--- src/rtl/fifo_evt_pkg.sv ---
package fifo_evt_pkg;

    localparam int DW  = 16;
    localparam int NEV = 7;

    typedef enum logic [2:0] {
        A_STAT    = 3'd0,
        A_IEN_SET = 3'd1,
        A_IEN_CLR = 3'd2,
        A_BUF     = 3'd3,
        A_CNT     = 3'd4,
        A_DATA    = 3'd5,
        A_BSTAT   = 3'd6,
        A_NONE    = 3'd7
    } reg_addr_e;

    localparam int EV_XRDY = 0;
    localparam int EV_XDR  = 1;
    localparam int EV_RRDY = 2;
    localparam int EV_RDR  = 3;
    localparam int EV_ARDY = 4;
    localparam int EV_NACK = 5;
    localparam int EV_AL   = 6;

    localparam int BUF_TX_FLUSH = 6;
    localparam int BUF_RX_FLUSH = 14;
    localparam int BUF_RD_MODE  = 15;

    typedef logic [NEV-1:0] ev_vec_t;

    typedef struct packed {
        logic       rd_mode;
        logic [5:0] rx_thr_m1;
        logic [5:0] tx_thr_m1;
    } buf_cfg_t;

    function automatic logic [DW-1:0] lane_mask(input logic [1:0] be);
        return {{8{be[1]}}, {8{be[0]}}};
    endfunction

    function automatic logic [DW-1:0] lane_merge(input logic [DW-1:0] old_v,
                                                 input logic [DW-1:0] new_v,
                                                 input logic [1:0]    be);
        logic [DW-1:0] m;
        m = lane_mask(be);
        return (old_v & ~m) | (new_v & m);
    endfunction

endpackage

--- src/rtl/byte_fifo.sv ---
module byte_fifo #(
    parameter  int DEPTH = 16,
    localparam int PW    = $clog2(DEPTH),
    localparam int LW    = PW + 1
) (
    input  logic          clk,
    input  logic          rst,
    input  logic          flush,
    input  logic          push,
    input  logic [7:0]    push_data,
    input  logic          pop,
    output logic [7:0]    head,
    output logic [LW-1:0] level,
    output logic          empty
);
    logic [7:0]    mem [DEPTH];
    logic [PW-1:0] wr_ptr;
    logic [PW-1:0] rd_ptr;
    logic          push_ok;
    logic          pop_ok;

    assign empty   = (level == '0);
    assign push_ok = push && (level != LW'(DEPTH));
    assign pop_ok  = pop && !empty;
    assign head    = mem[rd_ptr];

    always_ff @(posedge clk) begin
        if (rst || flush) begin
            wr_ptr <= '0;
            rd_ptr <= '0;
            level  <= '0;
        end else begin
            if (push_ok) wr_ptr <= wr_ptr + 1'b1;
            if (pop_ok)  rd_ptr <= rd_ptr + 1'b1;
            level <= level + LW'(push_ok) - LW'(pop_ok);
        end
    end

    always_ff @(posedge clk) begin
        if (push_ok) mem[wr_ptr] <= push_data;
    end
endmodule

--- src/rtl/evt_detect.sv ---
module evt_detect
    import fifo_evt_pkg::*;
#(
    parameter int LW = 5
) (
    input  buf_cfg_t      cfg,
    input  logic [LW-1:0] tx_lvl,
    input  logic [LW-1:0] rx_lvl,
    input  logic [15:0]   rem,
    input  logic          done_p,
    input  logic          nack_p,
    input  logic          al_p,
    output ev_vec_t       set
);
    logic [15:0] tx_thr;
    logic [15:0] rx_thr;
    logic [15:0] tx16;
    logic [15:0] rx16;
    logic [15:0] pending;
    logic        tx_low;

    always_comb begin
        tx_thr  = 16'(cfg.tx_thr_m1) + 16'd1;
        rx_thr  = 16'(cfg.rx_thr_m1) + 16'd1;
        tx16    = 16'(tx_lvl);
        rx16    = 16'(rx_lvl);
        pending = (rem > tx16) ? (rem - tx16) : 16'd0;
        tx_low  = (tx16 < tx_thr);

        set          = '0;
        set[EV_XRDY] = !cfg.rd_mode && tx_low && (pending >= tx_thr);
        set[EV_XDR]  = !cfg.rd_mode && tx_low && (pending != 16'd0) && (pending < tx_thr);
        set[EV_RRDY] = cfg.rd_mode && (rx16 >= rx_thr);
        set[EV_RDR]  = cfg.rd_mode && (rem == 16'd0) && (rx16 != 16'd0) && (rx16 < rx_thr);
        set[EV_ARDY] = done_p;
        set[EV_NACK] = nack_p;
        set[EV_AL]   = al_p;
    end
endmodule

--- src/rtl/evt_status.sv ---
module evt_status
    import fifo_evt_pkg::*;
(
    input  logic    clk,
    input  logic    rst,
    input  ev_vec_t set,
    input  ev_vec_t w1c,
    input  ev_vec_t en_set,
    input  ev_vec_t en_clr,
    output ev_vec_t stat,
    output ev_vec_t ien,
    output logic    irq
);
    always_ff @(posedge clk) begin
        if (rst) begin
            stat <= '0;
            ien  <= '0;
        end else begin
            stat <= (stat & ~w1c) | set;
            ien  <= (ien & ~en_clr) | en_set;
        end
    end

    assign irq = |(stat & ien);
endmodule

--- src/rtl/fifo_irq_ctrl.sv ---
module fifo_irq_ctrl
    import fifo_evt_pkg::*;
#(
    parameter int DEPTH_CODE = 1
) (
    input  logic        clk,
    input  logic        rst,
    input  logic        reg_wr,
    input  logic        reg_rd,
    input  logic [2:0]  reg_addr,
    input  logic [1:0]  reg_be,
    input  logic [15:0] reg_wdata,
    output logic [15:0] reg_rdata,
    input  logic        eng_tx_pop,
    output logic [7:0]  eng_tx_data,
    output logic        eng_tx_avail,
    input  logic        eng_rx_push,
    input  logic [7:0]  eng_rx_data,
    output logic        eng_rx_room,
    input  logic        eng_done,
    input  logic        eng_nack,
    input  logic        eng_al,
    output logic        irq
);
    // Depth code is limited to 0..2 so both levels fit the 6-bit read fields.
    localparam int DEPTH = 8 << DEPTH_CODE;
    localparam int LW    = $clog2(DEPTH) + 1;

    reg_addr_e     addr;
    logic [15:0]   wmask;
    logic          wr_any;
    logic          stat_wr, ien_set_wr, ien_clr_wr, buf_wr, cnt_wr, data_wr;
    logic          tx_flush, rx_flush;
    logic          rx_pop;
    logic          tx_pop_ok, rx_push_ok;
    buf_cfg_t      cfg_q;
    logic [15:0]   rem_q;
    logic [15:0]   cnt_new;
    logic [7:0]    tx_head, rx_head;
    logic [LW-1:0] tx_lvl, rx_lvl;
    logic          tx_empty, rx_empty;
    ev_vec_t       ev_set, w1c, en_set, en_clr, stat, ien;

    assign addr       = reg_addr_e'(reg_addr);
    assign wmask      = lane_mask(reg_be);
    assign wr_any     = reg_wr && (reg_be != 2'b00);
    assign stat_wr    = wr_any && (addr == A_STAT);
    assign ien_set_wr = wr_any && (addr == A_IEN_SET);
    assign ien_clr_wr = wr_any && (addr == A_IEN_CLR);
    assign buf_wr     = wr_any && (addr == A_BUF);
    assign cnt_wr     = wr_any && (addr == A_CNT);
    assign data_wr    = wr_any && (addr == A_DATA) && reg_be[0];
    assign rx_pop     = reg_rd && (addr == A_DATA) && reg_be[0];

    assign tx_flush = buf_wr && reg_be[0] && reg_wdata[BUF_TX_FLUSH];
    assign rx_flush = buf_wr && reg_be[1] && reg_wdata[BUF_RX_FLUSH];

    assign w1c    = stat_wr    ? (reg_wdata[NEV-1:0] & wmask[NEV-1:0]) : '0;
    assign en_set = ien_set_wr ? (reg_wdata[NEV-1:0] & wmask[NEV-1:0]) : '0;
    assign en_clr = ien_clr_wr ? (reg_wdata[NEV-1:0] & wmask[NEV-1:0]) : '0;

    // Buffer configuration, each lane written independently.
    always_ff @(posedge clk) begin
        if (rst) begin
            cfg_q <= '0;
        end else if (buf_wr) begin
            if (reg_be[0]) cfg_q.tx_thr_m1 <= reg_wdata[5:0];
            if (reg_be[1]) begin
                cfg_q.rx_thr_m1 <= reg_wdata[13:8];
                cfg_q.rd_mode   <= reg_wdata[BUF_RD_MODE];
            end
        end
    end

    // Remaining byte count of the current transfer.
    assign tx_pop_ok  = eng_tx_pop && !tx_empty;
    assign rx_push_ok = eng_rx_push && (rx_lvl != LW'(DEPTH));
    assign cnt_new    = lane_merge(rem_q, reg_wdata, reg_be);

    always_ff @(posedge clk) begin
        if (rst) begin
            rem_q <= '0;
        end else if (cnt_wr && (cnt_new != 16'd0)) begin
            rem_q <= cnt_new;
        end else if ((cfg_q.rd_mode ? rx_push_ok : tx_pop_ok) && (rem_q != 16'd0)) begin
            rem_q <= rem_q - 16'd1;
        end
    end

    byte_fifo #(.DEPTH(DEPTH)) u_txq (
        .clk(clk), .rst(rst), .flush(tx_flush),
        .push(data_wr), .push_data(reg_wdata[7:0]),
        .pop(eng_tx_pop), .head(tx_head), .level(tx_lvl), .empty(tx_empty)
    );

    byte_fifo #(.DEPTH(DEPTH)) u_rxq (
        .clk(clk), .rst(rst), .flush(rx_flush),
        .push(eng_rx_push), .push_data(eng_rx_data),
        .pop(rx_pop), .head(rx_head), .level(rx_lvl), .empty(rx_empty)
    );

    evt_detect #(.LW(LW)) u_det (
        .cfg(cfg_q), .tx_lvl(tx_lvl), .rx_lvl(rx_lvl), .rem(rem_q),
        .done_p(eng_done), .nack_p(eng_nack), .al_p(eng_al), .set(ev_set)
    );

    evt_status u_stat (
        .clk(clk), .rst(rst), .set(ev_set), .w1c(w1c),
        .en_set(en_set), .en_clr(en_clr), .stat(stat), .ien(ien), .irq(irq)
    );

    assign eng_tx_data  = tx_head;
    assign eng_tx_avail = !tx_empty;
    assign eng_rx_room  = (rx_lvl != LW'(DEPTH));

    always_comb begin
        unique case (addr)
            A_STAT:    reg_rdata = {{(16-NEV){1'b0}}, stat};
            A_IEN_SET,
            A_IEN_CLR: reg_rdata = {{(16-NEV){1'b0}}, ien};
            A_BUF:     reg_rdata = {cfg_q.rd_mode, 1'b0, cfg_q.rx_thr_m1, 2'b00, cfg_q.tx_thr_m1};
            A_CNT:     reg_rdata = rem_q;
            A_DATA:    reg_rdata = rx_empty ? 16'h0000 : {8'h00, rx_head};
            A_BSTAT:   reg_rdata = {2'(DEPTH_CODE), 6'(rx_lvl), 2'b00, 6'(tx_lvl)};
            default:   reg_rdata = 16'h0000;
        endcase
    end
endmodule

--- config.mk ---
export PLATFORM = sky130hd
export DESIGN_NAME = fifo_irq_ctrl
export DESIGN_NICKNAME = d
export VERILOG_FILES = /design/src/rtl/fifo_evt_pkg.sv /design/src/rtl/byte_fifo.sv /design/src/rtl/evt_detect.sv /design/src/rtl/evt_status.sv /design/src/rtl/fifo_irq_ctrl.sv
export SDC_FILE = /design/constraint.sdc
export NUM_CORES = 1
export LEC_CHECK = 0
export BUFFER_PORTS_ARGS = -buffer_cell sky130_fd_sc_hd__buf_4
export CAP_MARGIN = 20
export CORE_AREA = 4 4 183 185
export CTS_CLUSTER_SIZE = 16
export DETAILED_ROUTE_END_ITERATION = 10
export DIE_AREA = 0 0 187 189
export GPL_TIMING_DRIVEN = 0
export PLACE_DENSITY_LB_ADDON = 0.1
export SYNTH_ARGS = -nofsm -noshare
export SYNTH_HDL_FRONTEND = slang
export SYNTH_HIERARCHICAL = 1
export SYNTH_SLANG_ARGS = --single-unit
--- constraint.sdc ---
create_clock -name clk -period 3.5 [get_ports clk]
set_input_delay 0.7 -clock clk [delete_from_list [all_inputs] [get_ports clk]]
set_output_delay 0.7 -clock clk [all_outputs]
set_load 0.02 [all_outputs]
==> results_dict.tcl, run 1 <==
set metrics [dict create \
    status "finished with violations" \
    violated_checks "setup timing" \
    type_of_the_worst_setup_path "reg -> reg" \
    fin_crit_sh 1.018 \
    post-dp-hpwl_um 26630 \
    synth_compound_area_frac 0.07165 \
    asyncSetResetFlopFracSynth 0 \
    synth_top_cell_by_area "edfxtp_1" \
    finalWeightedCongestion 0.9328 \
    report.final.slew_viol_count 0 \
    synth_top_family_by_area "simple AND/OR/NAND/NOR gates" \
    initial_utilization 0.4932 \
    htree_num_levels 2 \
    post_layout_nets 1383 \
    clock_sink_count 333 \
    via_count 10012 \
    grt-ovfl-total 0 \
    synth_mux_area_frac 0.1199 \
    max_capacitance_violation_count 0 \
    clockRootBuffer "clkbuf_16" \
    holdBufCountCts 0 \
    initial_antenna_violation_count 0 \
    timing.clock.skew_ps 32.01 \
    timing.critical_path.required_ps 3920 \
    register_area_share_after_synthesis 0.5840 \
    simple_logic_cell_fraction_of_the_synthesized_area 0.1244 \
    total_power_density_per_cell_area_nw_per_um2 722.0 \
    clock_tree.buffer_depth 3 \
    latest_clock_arrival_within_the_worst_skew_pair_ps 540 \
    worstSetupEndpointType "register" \
    first_global_vias 10051 \
    startpoint_type "register" \
    ff_latch_count_synth 333 \
    most_repeated_cell_in_the_gate_level_netlist_after_synthesis "edfxtp_1" \
    finalSetupViolCount 2 \
    setup.reg_to_reg.worst_slack_ps -60 \
    die_x_um 187 \
    netlist-cell-type-count 74 \
    vdd_drop_max_mv 0.6264 \
    clkTransAtPathRegs_ps 60 \
    fin_total_pwr_mw 13.19 \
    die_height_um 189 \
    drt_pre_antenna_iters 5 \
    synth_fp_nets 1269 \
    num-fill-cells 2640 \
    finalCoreUtilization 0.5704 \
    post-synth-top-area-fraction 0.4864 \
    post_synth_fa_ha_maj_area_fraction 0.04022 \
    synthesis.area_per_instance_um2 13.37 \
    via_per_inst 5.784 \
    finalHoldViolations 0 \
    reg2regPathDepth 16 \
    power_leakage_nw 6.417 \
    tritoncts_clock_tree "yes" \
    pin_count_of_the_biggest_net_entering_global_routing 20 \
    max_freq_ghz 0.2806 \
    synth_ff_type "edfxtp_1" \
    io_buffer_count 57 \
    synthToLayoutAreaGrowth_pct 15.64 \
    boundaryPins 65 \
    yosys.area_share.xor_xnor 0.02106 \
    synthCells 1182 \
    synth_top_cells_by_count "edfxtp_1 (256), nor2_1 (108), dfxtp_1 (77)" \
    worstHoldPathCells 3 \
    min_clock_period_post_route_ps 3564 \
    cts_made_buffers 36 \
    worst_setup_slack_final_ps -64.02 \
    route.detailed.wl_per_inst_um 21.91 \
    dp_slack_ps -635.5 \
    core.rowCount 66 \
    design_area_um2 18280 \
    die_area_um2 35340 \
    yosys_warnings 6 \
    synth.top_cells.by_area "edfxtp_1 (49%), dfxtp_1 (9.8%), mux4_2 (5.1%)" \
    normalized_max_slew_margin 0.4191 \
    route.detailed.drc 0 \
    cp.arrival_ps 3980 \
    detailedRoute.firstIterationViolations 780 \
    final_layout_size_suffix_gt1_frac 0.1995 \
    worstPathMaxFanout 8 \
    synth.cell_area_um2 15800 \
    postRouteWirelength_um 37920 \
    globalRouteTotalUtil 0.2126 \
    holdWs_ps 414.9 \
    number_of_flops_mapped_to_enable_cells_by_yosys 256 \
    antenna_violating_nets_post_route 0 \
    worst_slew_pin_slew_ps 868.1 \
    floorplan.core_area_um2 32040 \
    hp-class "in -> reg" \
    placedInstanceArea_um2 16880 \
    insertedDiodeCount 0 \
    grt_pass1_wl_um 58570 \
    grt_setup_unrepaired "yes" \
]
-- area by class of cell --
class | count | area, µm² | share of cell area
flip-flops and latches | 333 | 9246 | 0.5060
clock buffers | 46 | 958.4 | 0.05244
clock inverters | 19 | 192.7 | 0.01054
repair buffers | 78 | 585.6 | 0.03204
multi-input cells | 723 | 6136 | 0.3358
well taps | 408 | 510.5 | 0.02793
plain buffers | 56 | 390.4 | 0.02136
inverters | 68 | 255.2 | 0.01397
-- critical path: stages (launching register included) --
cell	delay [ps]
dfxtp_1	510
ha_2	390
nand3_1	120
o21bai_4	160
and2_1	220
nor2b_1	170
xnor2_1	170
nor2_1	80
ha_1	310
a21o_1	190
a221o_1	370
a31oi_4	170
o21ai_2	120
a2111oi_4	230
nor2_1	80
inv_1	80
a21oi_1	60
-- kinds of logic after synthesis --
logic type	Yosys count
AND/OR/NAND/NOR	372
multiplexers	98
XOR/XNOR	38
adder cells (fa/ha/maj)	49
buffers and inverters	126
AO/OA/AOI/OAI	166
flip-flops	333
-- layer usage --
metal	wire length, µm	part of all wire	up-vias	GRT usage
met1	17060	0.45	4972	0.3014
li1	-	-	4714	-
met5	0	0	-	0
met4	960	0.025	0	0.05802
met2	18020	0.48	262	0.3470
met3	1878	0.050	64	0.03263
-- final timing paths --
kind | from | to
worst max-delay path | rem_q[3] | u_stat/stat[0]
worst min-delay path | reg_wdata[12] | cfg_q[10]
worst max register to register | rem_q[3] | u_stat/stat[0]
worst min register to register | u_rxq/rd_ptr[1] | u_rxq/rd_ptr[1]
-- placed cells by master (no fill, tap or decap), drive strengths merged, types with 4 or more instances in the layout --
| cell | n |
|---|---|
| or2 | 4 |
| inv | 70 |
| mux2i | 27 |
| or4 | 5 |
| clkbuf | 68 |
| clkdlybuf4s25 | 6 |
| nor2b | 12 |
| a21oi | 41 |
| a211o | 4 |
| a211oi | 12 |
| a2111oi | 5 |
| a21o | 4 |
| o221ai | 5 |
| a22oi | 35 |
| nand2b | 26 |
| and2 | 21 |
| mux4 | 64 |
| buf | 106 |
| xor2 | 17 |
| or3 | 7 |
| nor2 | 110 |
| nor3 | 19 |
| mux2 | 7 |
| nor4 | 18 |
| nor3b | 18 |
| nand4 | 11 |
| and3 | 6 |
| nand3 | 25 |
| clkinv | 14 |
| o21ai | 30 |
| nand2 | 73 |
| edfxtp | 256 |
| ha | 46 |
| dfxtp | 77 |
| xnor2 | 21 |
| a31oi | 8 |
-- metrics by stage --
step,std cells,TNS (ps)
after floorplan,1182,0
after global placement,1647,-22050
after detailed placement,1655,-7342
after CTS,1725,-23.87
after global routing,1731,-328.5
final,1731,-113.9
-- registers in the layout (all words and copies together) (netlist names), 5 cells and up, named ones only --
| name | cells |
|---|---|
| u_txq/mem | 128 |
| u_txq/level | 5 |
| cfg_q | 13 |
| u_stat/stat | 7 |
| rem_q | 16 |
| u_stat/ien | 7 |
| u_rxq/mem | 128 |
| u_rxq/level | 5 |
-- power by group --
| group | total, mW | switching [mW] | leakage [nW] | internal, mW |
|---|---|---|---|---|
| Clock | 3.70 | 1.52 | 0.568 | 2.18 |
| Combinational | 4.70 | 2.55 | 2.91 | 2.15 |
| Sequential | 4.80 | 0.318 | 2.94 | 4.48 |
-- timing repair --
| item | in CTS | in global routing |
|---|---|---|
| cloned | 0 | 0 |
| pin swaps | 10 | 3 |
| endpoints found under the setup margin | 10 | 5 |
| resized for setup | 36 | 9 |
| endpoints found under the hold margin | 0 | 0 |
| setup buffers | 5 | 8 |
No activity file was read; power rests on OpenSTA's default activity.
==> run 2: changes to the inputs <==
ABC_AREA = 1   (was unset)
CORE_AREA = 4 4 191 193   (was 4 4 183 185)
DIE_AREA = 0 0 195 197   (was 0 0 187 189)
==> run 2 against run 1 <==
- the run now ends clean
- fmax rose by 9.3%
- global-route usage rose by 2.3 points
- via count rose by 38%
- clock power rose by 2%
- power rose by 4.2%
- non-clock buffer count fell by 6
- first-iteration DRC count rose by 47%
- clock-buffer cell count rose by 6
- clock skew fell by 2.0 ps
- worst setup slack improved by 300 ps
- critical path type is now reg -> out
- largest power group is now combinational cells
==> results_dict.tcl, run 2 <==
set metrics [dict create \
    clockRootBuffer "clkbuf_16" \
    grt_pass1_wl_um 71990 \
    cp.arrival_ps 2560 \
    clkTransAtPathRegs_ps 60 \
    reg2regPathDepth 22 \
    yosys_warnings 6 \
    netlist-cell-type-count 41 \
    finalCoreUtilization 0.5652 \
    die_area_um2 38420 \
    post_layout_nets 2254 \
    pin_count_of_the_biggest_net_entering_global_routing 19 \
    switching_power_mw 5.242 \
    hp-class "in -> reg" \
    floorplan.core_area_um2 34540 \
    route.detailed.wl_per_inst_um 17.32 \
    synth_ff_type "edfxtp_1" \
    clock_tree.buffer_depth 3 \
    synth.top_cells.by_area "edfxtp_1 (45%), nand2_1 (12%), dfxtp_1 (8.9%)" \
    synthToLayoutAreaGrowth_pct 13.20 \
    synthesis.area_per_instance_um2 8.352 \
    timing.critical_path.required_ps 2800 \
    worst_slew_pin_slew_ps 1012 \
    mostFrequentLayoutCell "nand2_1" \
    antenna_violating_nets_post_route 0 \
    max_freq_ghz 0.3068 \
    boundaryPins 65 \
    grt_setup_unrepaired "no" \
    synth_top_cell_by_area "edfxtp_1" \
    largest_regs "u_rxq/mem (128), u_txq/mem (128), rem_q (16)" \
    htree_num_levels 2 \
    hold_path_startpoint "reg_wdata[9]" \
    report.final.slew_viol_count 0 \
    initial_utilization 0.4993 \
    power_frac_clock 0.275 \
    finalWeightedCongestion 0.9509 \
    power_leakage_nw 8.741 \
    seq_power_share 0.349 \
    timing.clock.skew_ps 30.02 \
    power_switching_share 0.3811 \
    normalized_max_slew_margin 0.3226 \
    synth_fp_nets 2152 \
    fin_crit_sh 0.9314 \
    grt-ovfl-total 0 \
    tritoncts_clock_tree "yes" \
    worstHoldPathCells 3 \
    postRouteWirelength_um 45900 \
    reg2reg_from "u_txq/level[4]" \
    post-synth-top-area-fraction 0.4457 \
    clock_sink_count 333 \
    cts_made_buffers 38 \
    register_area_share_after_synthesis 0.5351 \
    worstSetupEndpointType "output pin" \
    dp_slack_ps 137.7 \
    cellInternalPower_mw 8.511 \
    drt_pre_antenna_iters 5 \
    comb_power_share 0.376 \
    max_capacitance_violation_count 0 \
    synthCells 2065 \
    synth_top_cells_by_count "nand2_1 (568), inv_1 (345), nand3_1 (266)" \
    ff_latch_count_synth 333 \
    worst_setup_slack_final_ps 240.1 \
    detailedRoute.firstIterationViolations 1147 \
    type_of_the_worst_setup_path "reg -> out" \
    min_clock_period_post_route_ps 3260 \
    die_x_um 195 \
    synth.cell_area_um2 17250 \
    first_global_vias 13160 \
    latest_clock_arrival_within_the_worst_skew_pair_ps 530 \
    via_per_inst 5.202 \
    core.rowCount 68 \
    most_repeated_cell_in_the_gate_level_netlist_after_synthesis "nand2_1" \
    vdd_drop_max_mv 0.5469 \
    r2r-end "u_stat/stat[0]" \
    final_layout_size_suffix_gt1_frac 0.09704 \
    post-dp-hpwl_um 32700 \
    io_buffer_count 61 \
    finalSetupViolCount 0 \
    total_power_density_per_cell_area_nw_per_um2 704.4 \
    via_count 13785 \
    min_delay_worst_endpoint "cfg_q[7]" \
    startpoint_type "register" \
    die_height_um 197 \
    setup.reg_to_reg.worst_slack_ps 260 \
    holdBufCountCts 0 \
    insertedDiodeCount 0 \
    status "completed" \
    worstPathMaxFanout 8 \
    number_of_flops_mapped_to_enable_cells_by_yosys 256 \
    layout.cells.most_common_list "nand2_1 (567), inv_1 (345), nand3_1 (266)" \
    asyncSetResetFlopFracSynth 0 \
    finalHoldViolations 0 \
    route.detailed.drc 0 \
    globalRouteTotalUtil 0.2357 \
    finalSetupTns_ps 0 \
    initial_antenna_violation_count 0 \
]
==> run 2: cell types whose count changed after synthesis, sizes merged, moves of 27 or more <==
cell / previous run / this run
nand2: 73 / 577
nor2: 110 / 249
mux2i: 27 / 0
nand3: 25 / 267
inv: 68 / 357
mux4: 64 / 0
==> run 2: worst max path at each step <==
stage / startpoint / to / slack, ps / depth (start not counted)
2_1_floorplan: u_txq/level[1] / u_stat/stat[0] / 660 / 22
3_3_place_gp: u_txq/level[0] / u_stat/stat[0] / 170 / 23
3_5_place_dp: u_txq/level[0] / u_stat/stat[0] / 140 / 23
4_1_cts: u_txq/level[0] / u_stat/stat[0] / 90 / 23
5_1_grt: u_txq/level[3] / u_stat/stat[1] / 10 / 22
6_report: u_rxq/level[2] / reg_rdata[4] / 240 / 8
==> run 2: what timing repair did <==
item	4_1_cts	5_1_grt
setup buffers	0	1
endpoints found under the setup margin	0	2
gates resized for setup	0	12
==> run 2: per-stage QoR <==
step           area (µm²)  cells  power [mW]  hold slack, ps
2_1_floorplan       17250   2065       8.468           476.7
3_3_place_gp        18280   2581       9.758           495.4
3_5_place_dp        18280   2581       9.872           502.3
4_1_cts             19490   2649       13.68           414.3
5_1_grt             19520   2650       14.73           429.1
6_report            19520   2650       13.75           426.6
==> run 2: power by group through the flow <==
| stage | logic (mW) | clock network, mW | registers, mW |
|---|---|---|---|
| 2_1_floorplan | 3.73 | 0 | 4.74 |
| 3_3_place_gp | 4.90 | 0 | 4.86 |
| 3_5_place_dp | 5.01 | 0 | 4.86 |
| 4_1_cts | 5.04 | 3.86 | 4.78 |
| 5_1_grt | 5.85 | 4.06 | 4.83 |
| 6_report | 5.18 | 3.78 | 4.79 |
==> run 2: logic make-up after synthesis <==
family / after synthesis / synth area share
AO/OA/AOI/OAI: 108 / 0.03584
XOR/XNOR: 26 / 0.01320
adder cells (fa/ha/maj): 49 / 0.03685
buffers and inverters: 423 / 0.1042
flip-flops: 333 / 0.5351
AND/OR/NAND/NOR: 1126 / 0.2748
==> run 2: final cells by class <==
| class | count | area (µm²) |
|---|---|---|
| well taps | 455 | 569.3 |
| inverters | 357 | 1348 |
| clock inverters | 16 | 103.9 |
| clock buffers | 52 | 1109 |
| multi-input cells | 1309 | 6233 |
| fillers | 3231 | 15020 |
| flip-flops and latches | 333 | 9240 |
| repair buffers | 62 | 465.4 |
| plain buffers | 66 | 455.4 |
==> run 2: routing by layer <==
| metal | global-route usage | up-vias | share of wire |
|---|---|---|---|
| met5 | 0 | - | 0 |
| met4 | 0.06827 | 0 | 0.027 |
| met3 | 0.02735 | 82 | 0.058 |
| met2 | 0.3924 | 441 | 0.46 |
| met1 | 0.3292 | 6458 | 0.45 |
| li1 | - | 6804 | - |
==> run 2: worst max-delay path, stage by stage, from the launching register on <==
cell	delay, ps
dfxtp_1	420
inv_1	90
ha_1	230
nand4_1	210
inv_1	80
nor2_1	480
a22oi_1	170
o2111ai_1	160
buf_4	190
==> run 3: changes to the inputs <==
CORE_AREA = 4 4 245 247   (was 4 4 191 193)
DIE_AREA = 0 0 249 251   (was 0 0 195 197)
==> run 3 against run 2 <==
- first-iteration DRC count decreased by 22%
- via count decreased by 0.87%
- sequential power increased by 0.8%
- flip-flop and latch count unchanged
- clock-buffer cell count decreased by 5
- critical path depth increased by 2
- register-to-register slack improved by 60 ps
- cell count increased by 12%
- worst hold slack got worse by 51 ps
- power increased by 3.9%
- critical path type unchanged
- highest routed layer unchanged
==> results_dict.tcl, run 3 (synthesis results as in run 2) <==
set metrics [dict create \
    core.rowCount 88 \
    io_buffer_count 61 \
    status "completed" \
    route.detailed.wl_per_inst_um 17.87 \
    cpLargestDelayFamily "buffers and inverters" \
    hp-class "in -> reg" \
    worstPathMaxFanout 10 \
    fin_total_pwr_mw 14.29 \
    globalRouteTotalUtil 0.1658 \
    via_count 13665 \
    fin_crit_sh 0.9567 \
    postRouteWirelength_um 52960 \
    initial_antenna_violation_count 0 \
    slowest_stage "dfxtp_1" \
    startpoint_type "register" \
    pin_count_of_the_biggest_net_entering_global_routing 19 \
    hold_path_startpoint "eng_al" \
    worstSetupEndpointType "output pin" \
    critPathBufInv 3 \
    report.final.slew_viol_count 0 \
    min_delay_worst_endpoint "u_stat/stat[6]" \
    r2r-end "u_stat/stat[0]" \
    num-fill-cells 6076 \
    reg2regPathDepth 24 \
    worstHoldPathCells 3 \
    largest_regs "u_rxq/mem (128), u_txq/mem (128), rem_q (16)" \
    clock_tree.buffer_depth 3 \
    normalized_max_slew_margin 0.2546 \
    first_global_vias 13248 \
    boundaryPins 65 \
    via_per_inst 4.610 \
    max_capacitance_violation_count 0 \
    clkTransAtPathRegs_ps 60 \
    die_area_um2 62500 \
    clockRootBuffer "clkbuf_16" \
    finalWeightedCongestion 0.8554 \
    max_stage_delay_ps 340 \
    worstPathCellList "inv_2 > buf_2 > nand2_1 > nand3_1 > nand3_1 > nand3_1 > nand2_1 > a22oi_1 > o2111ai_1 > buf_4" \
    latest_clock_arrival_within_the_worst_skew_pair_ps 550 \
    reg2reg_from "rem_q[0]" \
    worst_setup_slack_final_ps 151.7 \
    finalNonFillerCells 2964 \
    initial_utilization 0.2995 \
    type_of_the_worst_setup_path "reg -> out" \
    mostFrequentLayoutCell "nand2_1" \
    vdd_drop_max_mv 0.3120 \
    timing.clock.skew_ps 25.67 \
    max_freq_ghz 0.2987 \
    min_clock_period_post_route_ps 3348 \
    grt_pass1_wl_um 80430 \
    finalSetupTns_ps 0 \
    cts_made_buffers 40 \
    timing.critical_path.required_ps 2800 \
    clock_sink_count 333 \
    holdBufCountCts 0 \
    antenna_violating_nets_post_route 0 \
    htree_num_levels 2 \
    final_layout_size_suffix_gt1_frac 0.09914 \
    critical-path-top-cell-by-count "nand3_1" \
    post-dp-hpwl_um 37860 \
    multiInputGateArea_um2 6231 \
    power_leakage_nw 8.817 \
    worst_slew_pin_slew_ps 1110 \
    route.detailed.drc 0 \
    synthToLayoutAreaGrowth_pct 16.19 \
    cp.arrival_ps 2650 \
    dp_slack_ps 22.88 \
    placed_cells 2891 \
    insertedDiodeCount 0 \
    grt-ovfl-total 0 \
    finalHoldViolations 0 \
    tritoncts_clock_tree "yes" \
    post_layout_nets 2255 \
    finalSetupViolCount 0 \
    detailedRoute.firstIterationViolations 892 \
    drt_pre_antenna_iters 5 \
    finalCoreUtilization 0.3480 \
    die_x_um 249 \
    grt_setup_unrepaired "yes" \
    floorplan.core_area_um2 57590 \
    total_power_density_per_cell_area_nw_per_um2 713.2 \
    layout.cells.most_common_list "nand2_1 (568), inv_1 (345), nand3_1 (265)" \
    seqCellArea_um2 9240 \
    setup.reg_to_reg.worst_slack_ps 320 \
    die_height_um 251 \
]
[run 3: cell types whose count changed in the layout (fill, tap and decap cells not counted), sizes merged]
cell	delta
clkinv	+6
bufinv	+6
clkbuf	-5
buf	-1
clkinvlp	-2
[run 3: worst max path at each step]
| stage | startpoint | end | slack (ps) | depth (start not counted) |
|---|---|---|---|---|
| after floorplan | u_txq/level[1] | u_stat/stat[0] | 660 | 22 |
| after global placement | u_txq/level[1] | u_stat/stat[0] | 20 | 22 |
| after detailed placement | u_txq/level[1] | u_stat/stat[0] | 20 | 22 |
| after CTS | u_txq/level[1] | u_stat/stat[0] | 20 | 22 |
| after global routing | rem_q[0] | u_stat/stat[0] | -30 | 24 |
| final | register | reg_rdata[0] | 150 | 10 |
[run 3: tightest hold or removal path: cells and delay by family]
family	cells	cell delay (ps)
AO/OA/AOI/OAI	1	40
AND/OR/NAND/NOR	1	70
buffers and inverters	1	90
[run 3: stage by stage]
step           hold slack, ps  area, µm²
3_5_place_dp            506.1      18660
2_1_floorplan           476.7      17250
3_3_place_gp            494.4      18660
5_1_grt                 350.5      20040
4_1_cts                 325.2      20010
6_report                375.5      20040
[run 3: cell type report]
type	instances	share of cell area
Inverter	357	0.06724
Multi-Input combinational cell	1309	0.3109
Clock inverter	26	0.01405
Sequential cell	333	0.4611
Tap cell	765	0.04776
Buffer	66	0.02273
Timing Repair Buffer	61	0.02285
Clock buffer	47	0.05338
[run 3: per-layer routing]
layer,global-route usage,routed length (µm)
met5,0,0
met4,0.04231,1056
met3,0.02607,2367
met2,0.2755,24590
met1,0.2275,24940
[run 3: timing repair]
item                                   CTS  global route
setup endpoints to repair                0             8
endpoints found under the hold margin    0             0
buffers inserted                         0             0
gates resized for setup                  0            12
[run 3: report_power, final]
part           switching [mW]  internal [mW]  leakage, nW
Combinational            3.37           1.80         5.22
Sequential              0.351           4.47         2.94
Clock                    1.67           2.62        0.662
Total                    5.40           8.90         8.82
